`config.mk`:
```
export PLATFORM = sky130hd
export DESIGN_NAME = ldst_seq
export DESIGN_NICKNAME = d
export VERILOG_FILES = /design/src/rtl/ldst_seq.sv
export SDC_FILE = /design/constraint.sdc
export NUM_CORES = 1
export LEC_CHECK = 0
export ABC_CLOCK_PERIOD_IN_PS = 13400
export BUFFER_PORTS_ARGS = -buffer_cell sky130_fd_sc_hd__buf_4
export CAP_MARGIN = 20
export CORE_AREA = 2 2 132 134
export DETAILED_ROUTE_END_ITERATION = 16
export DIE_AREA = 0 0 134 136
export PLACE_DENSITY = 0.84
export SYNTH_ARGS = -nofsm -noshare
export SYNTH_HDL_FRONTEND = slang
export SYNTH_SLANG_ARGS = --single-unit
```
`constraint.sdc`:
```
create_clock -name clk -period 13.4 [get_ports clk]
set_input_delay 2.68 -clock clk [delete_from_list [all_inputs] [get_ports clk]]
set_output_delay 2.68 -clock clk [all_outputs]
set_load 0.01 [all_outputs]
```
`src/rtl/ldst_seq.sv`:
```
module ldst_seq #(
  parameter int DW = 32
) (
  input  logic          clk,
  input  logic          rst_n,
  input  logic          start,
  input  logic [31:0]   instr,
  input  logic [DW-1:0] base_val,
  input  logic [DW-1:0] reg_off,
  input  logic [DW-1:0] src_val,
  input  logic          mem_wait,
  input  logic [DW-1:0] rdata,
  output logic [DW-1:0] mem_addr,
  output logic          mem_req_n,
  output logic          mem_dir,
  output logic          mem_byte,
  output logic          stall,
  output logic          base_we,
  output logic [3:0]    base_waddr,
  output logic [DW-1:0] base_wdata,
  output logic          ld_we,
  output logic [3:0]    ld_waddr,
  output logic [DW-1:0] ld_wdata,
  output logic [DW-1:0] st_data,
  output logic [31:0]   shadow_ir
);
  localparam int NB = DW / 8;

  typedef enum logic [1:0] {S_IDLE, S_XFER, S_LDWB} state_t;
  state_t state;

  logic          accept;
  logic [DW-1:0] offset, calc_addr, acc_addr, st_next;
  logic [DW-1:0] addr_q, st_q, rd_q;
  logic          dir_q, byte_q;
  logic [3:0]    dst_q;
  logic [31:0]   shadow_q;

  assign accept    = start && (state == S_IDLE);
  assign offset    = instr[25] ? reg_off : {{(DW-12){1'b0}}, instr[11:0]};
  assign calc_addr = instr[23] ? base_val + offset : base_val - offset;
  assign acc_addr  = instr[24] ? calc_addr : base_val;
  assign st_next   = instr[22] ? {NB{src_val[7:0]}} : src_val;

  assign base_we    = accept && (!instr[24] || instr[21]);
  assign base_waddr = instr[19:16];
  assign base_wdata = calc_addr;

  always_ff @(posedge clk or negedge rst_n) begin
    if (!rst_n) begin
      state    <= S_IDLE;
      addr_q   <= '0;
      st_q     <= '0;
      rd_q     <= '0;
      dir_q    <= 1'b0;
      byte_q   <= 1'b0;
      dst_q    <= '0;
      shadow_q <= '0;
    end else begin
      case (state)
        S_IDLE: if (accept) begin
          addr_q   <= acc_addr;
          dir_q    <= !instr[20];
          byte_q   <= instr[22];
          dst_q    <= instr[15:12];
          st_q     <= st_next;
          shadow_q <= instr;
          state    <= S_XFER;
        end
        S_XFER: if (mem_wait) begin
          rd_q  <= byte_q ? {{(DW-8){1'b0}}, rdata[7:0]} : rdata;
          state <= dir_q ? S_IDLE : S_LDWB;
        end
        default: state <= S_IDLE;
      endcase
    end
  end

  assign mem_req_n = (state != S_XFER);
  assign stall     = (state == S_XFER);
  assign mem_addr  = addr_q;
  assign mem_dir   = dir_q;
  assign mem_byte  = byte_q;
  assign st_data   = st_q;
  assign shadow_ir = shadow_q;
  assign ld_we     = (state == S_LDWB);
  assign ld_waddr  = dst_q;
  assign ld_wdata  = rd_q;

  p_req_next_r5: assert property (@(posedge clk) disable iff (!rst_n)
    (start && mem_req_n && !ld_we) |=> !mem_req_n);
  p_post_wb_r4: assert property (@(posedge clk) disable iff (!rst_n)
    (start && mem_req_n && !ld_we && !instr[24]) |-> base_we);
  p_hold_req_r7: assert property (@(posedge clk) disable iff (!rst_n)
    (!mem_req_n && !mem_wait) |=> (!mem_req_n && stall && $stable(mem_addr)));
  p_shadow_r8: assert property (@(posedge clk) disable iff (!rst_n)
    (!mem_req_n && !mem_wait) |=> $stable(shadow_ir));
  p_ldwb_r9: assert property (@(posedge clk) disable iff (!rst_n)
    (!mem_req_n && mem_wait && !mem_dir) |=> (ld_we && !stall));
  p_st_done_r10: assert property (@(posedge clk) disable iff (!rst_n)
    (!mem_req_n && mem_wait && mem_dir) |=> (mem_req_n && !ld_we));
  p_busy_nowb_r11: assert property (@(posedge clk) disable iff (!rst_n)
    (!mem_req_n || ld_we) |-> !base_we);
endmodule

```
# Yosys cells after proc, flatten, opt, wreduce, memory -nomap -nowiden
# Index checks and enable logic that the tools add are counted.
# op_classes
add_sub_neg	2
multipliers	0
div	0
order_cmp	0
n_eq_ne	5
n_shift	0
n_mux	9
bitwise	0
reduce_logical	9
# ops
cell	n
$mux 32	5
$add 32x32->32	1
$sub 32x32->32	1
$mux 2	3
$reduce_and 2->1	3
$ne 2x2->1 const B	2
$pmux 2 s2	1
$eq 2x1->1 const B	1
$eq 2x2->1 const B	1
$logic_and 1x1->1	2
$logic_not 1->1	2
$logic_not 2->1	1
$ne 2x1->1 const B	1
$logic_or 1x1->1	1
# word_totals
regBits	136
latchBits	0
mem_bits_rw	0
romBits	0
inputBits	164
memories	0

# Longest topological paths before layout
# depth
word_depth	4
depth_mapped	22
ltp_nobuf	19

# Worst setup path after synthesis
# Ideal clock, no wire load.
# synth_path
kind	input port to output port
start	in instr[25]
end	out base_wdata[29]
arrival_time_ps	6909
setup_slack_ps	3811
cell_stages	21
n_path_buf	3
path_cell_list	buf_2 -> buf_1 -> clkbuf_1 -> mux2i_1 -> ha_1 -> o21ai_0 -> a21oi_1 -> o211ai_1 -> a21oi_2 -> nor2_1 -> o22ai_1 -> a31oi_1 -> ha_1 -> a211oi_1 -> nor2_1 -> o21bai_1 -> a31oi_1 -> or3_4 -> a221oi_4 -> o211ai_2 -> xor2_1
# synth_via
elab_chain_len	3
word_cells_on_any_way	4
# synth_lines
item	line	source
from (decl)	7	input logic [31:0] instr,
$mux 32 (*)	40	assign offset = instr[25] ? reg_off : {{(DW-12){1'b0}}, instr[11:0]};
$sub 32x32->32 or $add 32x32->32 (tied branches)	41	assign calc_addr = instr[23] ? base_val + offset : base_val - offset;
$mux 32 (*)	41	
to (decl)	20	output logic [DW-1:0] base_wdata,
# Mark *: on every way between the ends. The rest lies on a longest branch, timed or not.

# Worst setup path in the final report
# Same ends and word-level chain as after synthesis.

==> impl_results.rst <==
.. list-table::
   :header-rows: 1

   * - Metric
     - Value
   * - Result of the run
     - completed
   * - Max-slew violation total from the final report
     - 0
   * - Gpl congestion
     - 0.941
   * - Share of the synthesized area in the top cell type
     - 38.8%
   * - Violation count after the first detailed-routing iteration
     - 464
   * - Peak supply drop
     - 0.000103 V
   * - Highest net fanout along the worst path
     - 61
   * - Core region area
     - 16900 um2
   * - Clock latency on the worst-skew pair
     - 0.42 ns
   * - FFs w/ async S/R, synth
     - 100%
   * - Mapped Avg Cell Area
     - 8.51 um2
   * - Synthesized flop and latch total
     - 131
   * - Vias after detailed routing
     - 8414
   * - Die outline area
     - 18200 um2
   * - Clock sink count
     - 131
   * - Sum of overflow across all layers after global routing
     - 0
   * - Root Driver
     - sky130_fd_sc_hd__clkbuf_16
   * - Share of the cycle needed by the critical path after routing
     - 72.8%
   * - WS Path Type
     - in2out
   * - Post-synth cell types
     - 69
   * - TritonCTS clock tree
     - built
   * - H-tree lvl count
     - 4
   * - Clock transition at the registers of the reported paths
     - 0.06 ns
   * - Final Hold Vio Count
     - 0
   * - Hold Buf Count CTS
     - 0
   * - Required @ worst endpoint
     - 10.72 ns
   * - Synthesized instance count
     - 992
   * - Synth area leaders
     - sky130_fd_sc_hd__dfrtp_1, sky130_fd_sc_hd__nand2_1, sky130_fd_sc_hd__mux2i_1, sky130_fd_sc_hd__ha_1, sky130_fd_sc_hd__o21ai_0
   * - Net Sw Frac
     - 37.7%
   * - Predominant post-synthesis flop cell
     - sky130_fd_sc_hd__dfrtp_1
   * - Sw power
     - 0.000834 W
   * - Site Rows
     - 48
   * - Fmax achieved
     - 102 MHz
   * - Simple-gate share of the synthesized area
     - 21.0%
   * - Remaining number of nets flagged by the antenna check after routing
     - 0
   * - Xor and xnor area share after synthesis
     - 4.77%
   * - Number of gates resized after cts
     - 0
   * - RSZ-0062 raised after global routing
     - false
   * - Most used cells in the layout excluding fill and tap cells
     - sky130_fd_sc_hd__buf_4, sky130_fd_sc_hd__nand2_1, sky130_fd_sc_hd__dfrtp_1, sky130_fd_sc_hd__o21ai_0, sky130_fd_sc_hd__a21oi_1
   * - Width of the die
     - 134 um
   * - Buffer levels on the longest clock path
     - 2
   * - First-pass iteration count of the detailed router
     - 5
   * - Maximum number of pins on one net before global-route repair
     - 111
   * - Final HPWL from detailed placement
     - 20100 um
   * - Worst-case clock skew
     - 0.00979 ns
   * - Seq/Total Area, Yosys
     - 38.8%
   * - P_leak
     - 5.86 nW
   * - Total of buffers placed on input and output ports
     - 337
   * - Post-synthesis adder-cell area fraction
     - 6.01%
   * - Die outline height
     - 136 um
   * - Netlist area before placement
     - 8450 um2
   * - Transition time at the pin with the least slew margin
     - 1.03 ns
   * - Net Count, Synth
     - 1196
   * - Starting utilization of the core area
     - 50.1%
   * - Share of total power in combinational logic
     - 45.2%
   * - Number of filler cells placed in the layout
     - 1366
   * - Wire length of the first global-routing pass
     - 40500 um
   * - Most common library cell in the layout ignoring fill and taps
     - sky130_fd_sc_hd__buf_4
   * - Post-synthesis to final-layout area growth
     - 38.2%
   * - Startpoint kind of the worst setup timing path
     - input pin
   * - Compound-gate portion of the synthesized area
     - 17.4%
   * - Largest stage delay on the critical path
     - 0.48 ns
   * - Internal power
     - 0.00138 W
   * - Part of the power in the clock network
     - 23.8%
   * - Initial antenna violation count
     - 3
   * - Top-level I/O count
     - 338
   * - Worst hold path class
     - reg2reg
   * - Avg Vias per Cell
     - 5.49
   * - Setup TNS
     - 0 ns
   * - Post-CTS repair timing setup buffer count
     - 0
   * - Fraction of layout cells with a size suffix above 1
     - 30.8%
   * - DRC viols
     - 0
   * - Overall power consumption
     - 0.00221 W
   * - Routed wire length per instance
     - 17.3 um
   * - Overall track demand over capacity in global routing
     - 28.3%
   * - Number of enable flip-flop cells after synthesis
     - 0
   * - Library cell occupying the most area in the post-synthesis netlist
     - sky130_fd_sc_hd__dfrtp_1
   * - Power density of the placed cells
     - 189 nW/um2
   * - Post-layout min period
     - 9.76 ns
   * - Endpoint type of the worst setup path
     - output port
   * - Remaining max-slew budget at the tightest pin
     - 31.6%
   * - Combinational family with the most area after synthesis
     - simple AND/OR/NAND/NOR gates
   * - Max stage delay cell, worst path
     - sky130_fd_sc_hd__buf_4
   * - Maxcap violations
     - 0
   * - Arrival time of data at the critical path endpoint
     - 7.08 ns
   * - Layout Nets
     - 1495
   * - Number of global-route vias before repair
     - 7797
   * - Sequential share of power
     - 31.0%
   * - Worst-case register-to-register setup slack
     - 11.17 ns
   * - TritonCTS buffer count
     - 17
   * - Worst-path cell chain
     - buf_4, mux2i_1, ha_1, o21ai_0, a21oi_1, o211ai_1, a21oi_2, nor2_1, o22ai_1, a31oi_1, ha_1, a211oi_1, nor2_1, o21bai_1, a31oi_1, or3_4, a221oi_4, o211ai_2, xor2_1, buf_4
   * - Setup-violating endpoint count in the final report
     - 0
   * - Yosys warning total
     - 0
   * - Detailed Route WL
     - 26500 um
   * - Portion of netlist area occupied by mux cells
     - 7.88%
==> flip-flops by register name, summed over array words and instances (netlist names) <==
name       flops
ld_waddr       3
ld_wdata      32
mem_addr      32
mem_dir        1
shadow_ir     29
st_data       32
state          2
==> cells in the mapped netlist (3+ instances only) <==
library cell / instances
sky130_fd_sc_hd__nor2b_1: 8
sky130_fd_sc_hd__o211ai_1: 6
sky130_fd_sc_hd__o21a_1: 7
sky130_fd_sc_hd__o221ai_1: 3
sky130_fd_sc_hd__and3_1: 5
sky130_fd_sc_hd__nor2_1: 62
sky130_fd_sc_hd__nor3b_1: 3
sky130_fd_sc_hd__o21bai_1: 8
sky130_fd_sc_hd__xor2_1: 16
sky130_fd_sc_hd__o21ai_1: 3
sky130_fd_sc_hd__and2_1: 5
sky130_fd_sc_hd__a311oi_1: 4
sky130_fd_sc_hd__mux2i_1: 53
sky130_fd_sc_hd__xnor2_1: 30
sky130_fd_sc_hd__nand2b_1: 32
sky130_fd_sc_hd__buf_4: 10
sky130_fd_sc_hd__a21o_1: 16
sky130_fd_sc_hd__o21ai_0: 92
sky130_fd_sc_hd__nand2_1: 226
sky130_fd_sc_hd__nor3_1: 22
sky130_fd_sc_hd__clkbuf_1: 40
sky130_fd_sc_hd__nand3_1: 6
sky130_fd_sc_hd__buf_1: 6
sky130_fd_sc_hd__a32oi_1: 4
sky130_fd_sc_hd__dfrtp_1: 131
sky130_fd_sc_hd__mux2_2: 12
sky130_fd_sc_hd__ha_1: 39
sky130_fd_sc_hd__nand4_1: 6
sky130_fd_sc_hd__nor4_1: 4
sky130_fd_sc_hd__a31oi_1: 10
sky130_fd_sc_hd__inv_1: 14
sky130_fd_sc_hd__or3_1: 3
sky130_fd_sc_hd__a21oi_1: 64
==> final cells by class <==
cell class,count,area [um2],share of cell area (%)
multi-input combinational,786,4830,41.4
inverter,14,52.6,0.450
tap,225,282,2.41
timing repair buffer,341,2560,22.0
clock inverter,15,236,2.03
sequential,131,3280,28.1
clock buffer,17,425,3.64
antenna,3,7.51,0.0643
==> routing by layer <==
| metal | routed length, um | global-route usage, % | up-vias |
|---|---|---|---|
| li1 | - | - | 4041 |
| met1 | 10400 | 33.8 | 3924 |
| met2 | 12600 | 47.1 | 379 |
| met3 | 2310 | 8.17 | 70 |
| met4 | 1170 | 13.9 | 0 |
| met5 | 0 | 0 | - |
==> path summary, 6_finish.rpt <==
kind,end,start,depth (start not counted)
max,base_wdata[29],instr[25],20
min,shadow_ir[21]$_DFFE_PN0P_,shadow_ir[21]$_DFFE_PN0P_,2
max reg2reg,mem_addr[17]$_DFFE_PN0P_,state[0]$_DFFE_PN0P_,6
min reg2reg,shadow_ir[21]$_DFFE_PN0P_,shadow_ir[21]$_DFFE_PN0P_,2
max in group asynchronous,mem_addr[31]$_DFFE_PN0P_,rst_n,2
min in group asynchronous,st_data[16]$_DFFE_PN0P_,rst_n,1
==> metrics by stage <==
step                      setup WS [ns]  hold WS, ns  util (%)  area, um2  instances
after floorplan                    3.81        0.491         -       8450        992
after global placement             3.75        0.457      65.2      11000       1497
after detailed placement           3.66        0.464      65.2      11000       1497
after CTS                          3.65        0.476      69.1      11700       1529
after global routing               3.36        0.494      69.2      11700       1532
final                              3.64        0.474      69.2      11700       1532
==> critical path: cells and delay by family <==
family          cells  cell delay (ns)
mux                 1             0.32
fa+ha+maj           2             0.56
simple gates        3             0.62
buf+inv             2             0.64
xor+xnor            1             0.22
compound gates     11             2.00
==> logic make-up after synthesis <==
logic type | Yosys count
flops | 131
compound gates | 239
simple gates | 396
mux | 65
xor+xnor | 46
fa+ha+maj | 40
buf+inv | 75
==> power groups by stage <==
| stage | registers [W] | logic (W) | clock network (W) |
|---|---|---|---|
| after floorplan | 0.000765 | 0.000398 | 0 |
| after global placement | 0.000682 | 0.000974 | 0 |
| after detailed placement | 0.000692 | 0.000995 | 0 |
| after CTS | 0.000687 | 0.00100 | 0.000532 |
| after global routing | 0.000708 | 0.00108 | 0.000551 |
| final | 0.000686 | 0.000998 | 0.000526 |
No activity file was read; power rests on OpenSTA's default activity.
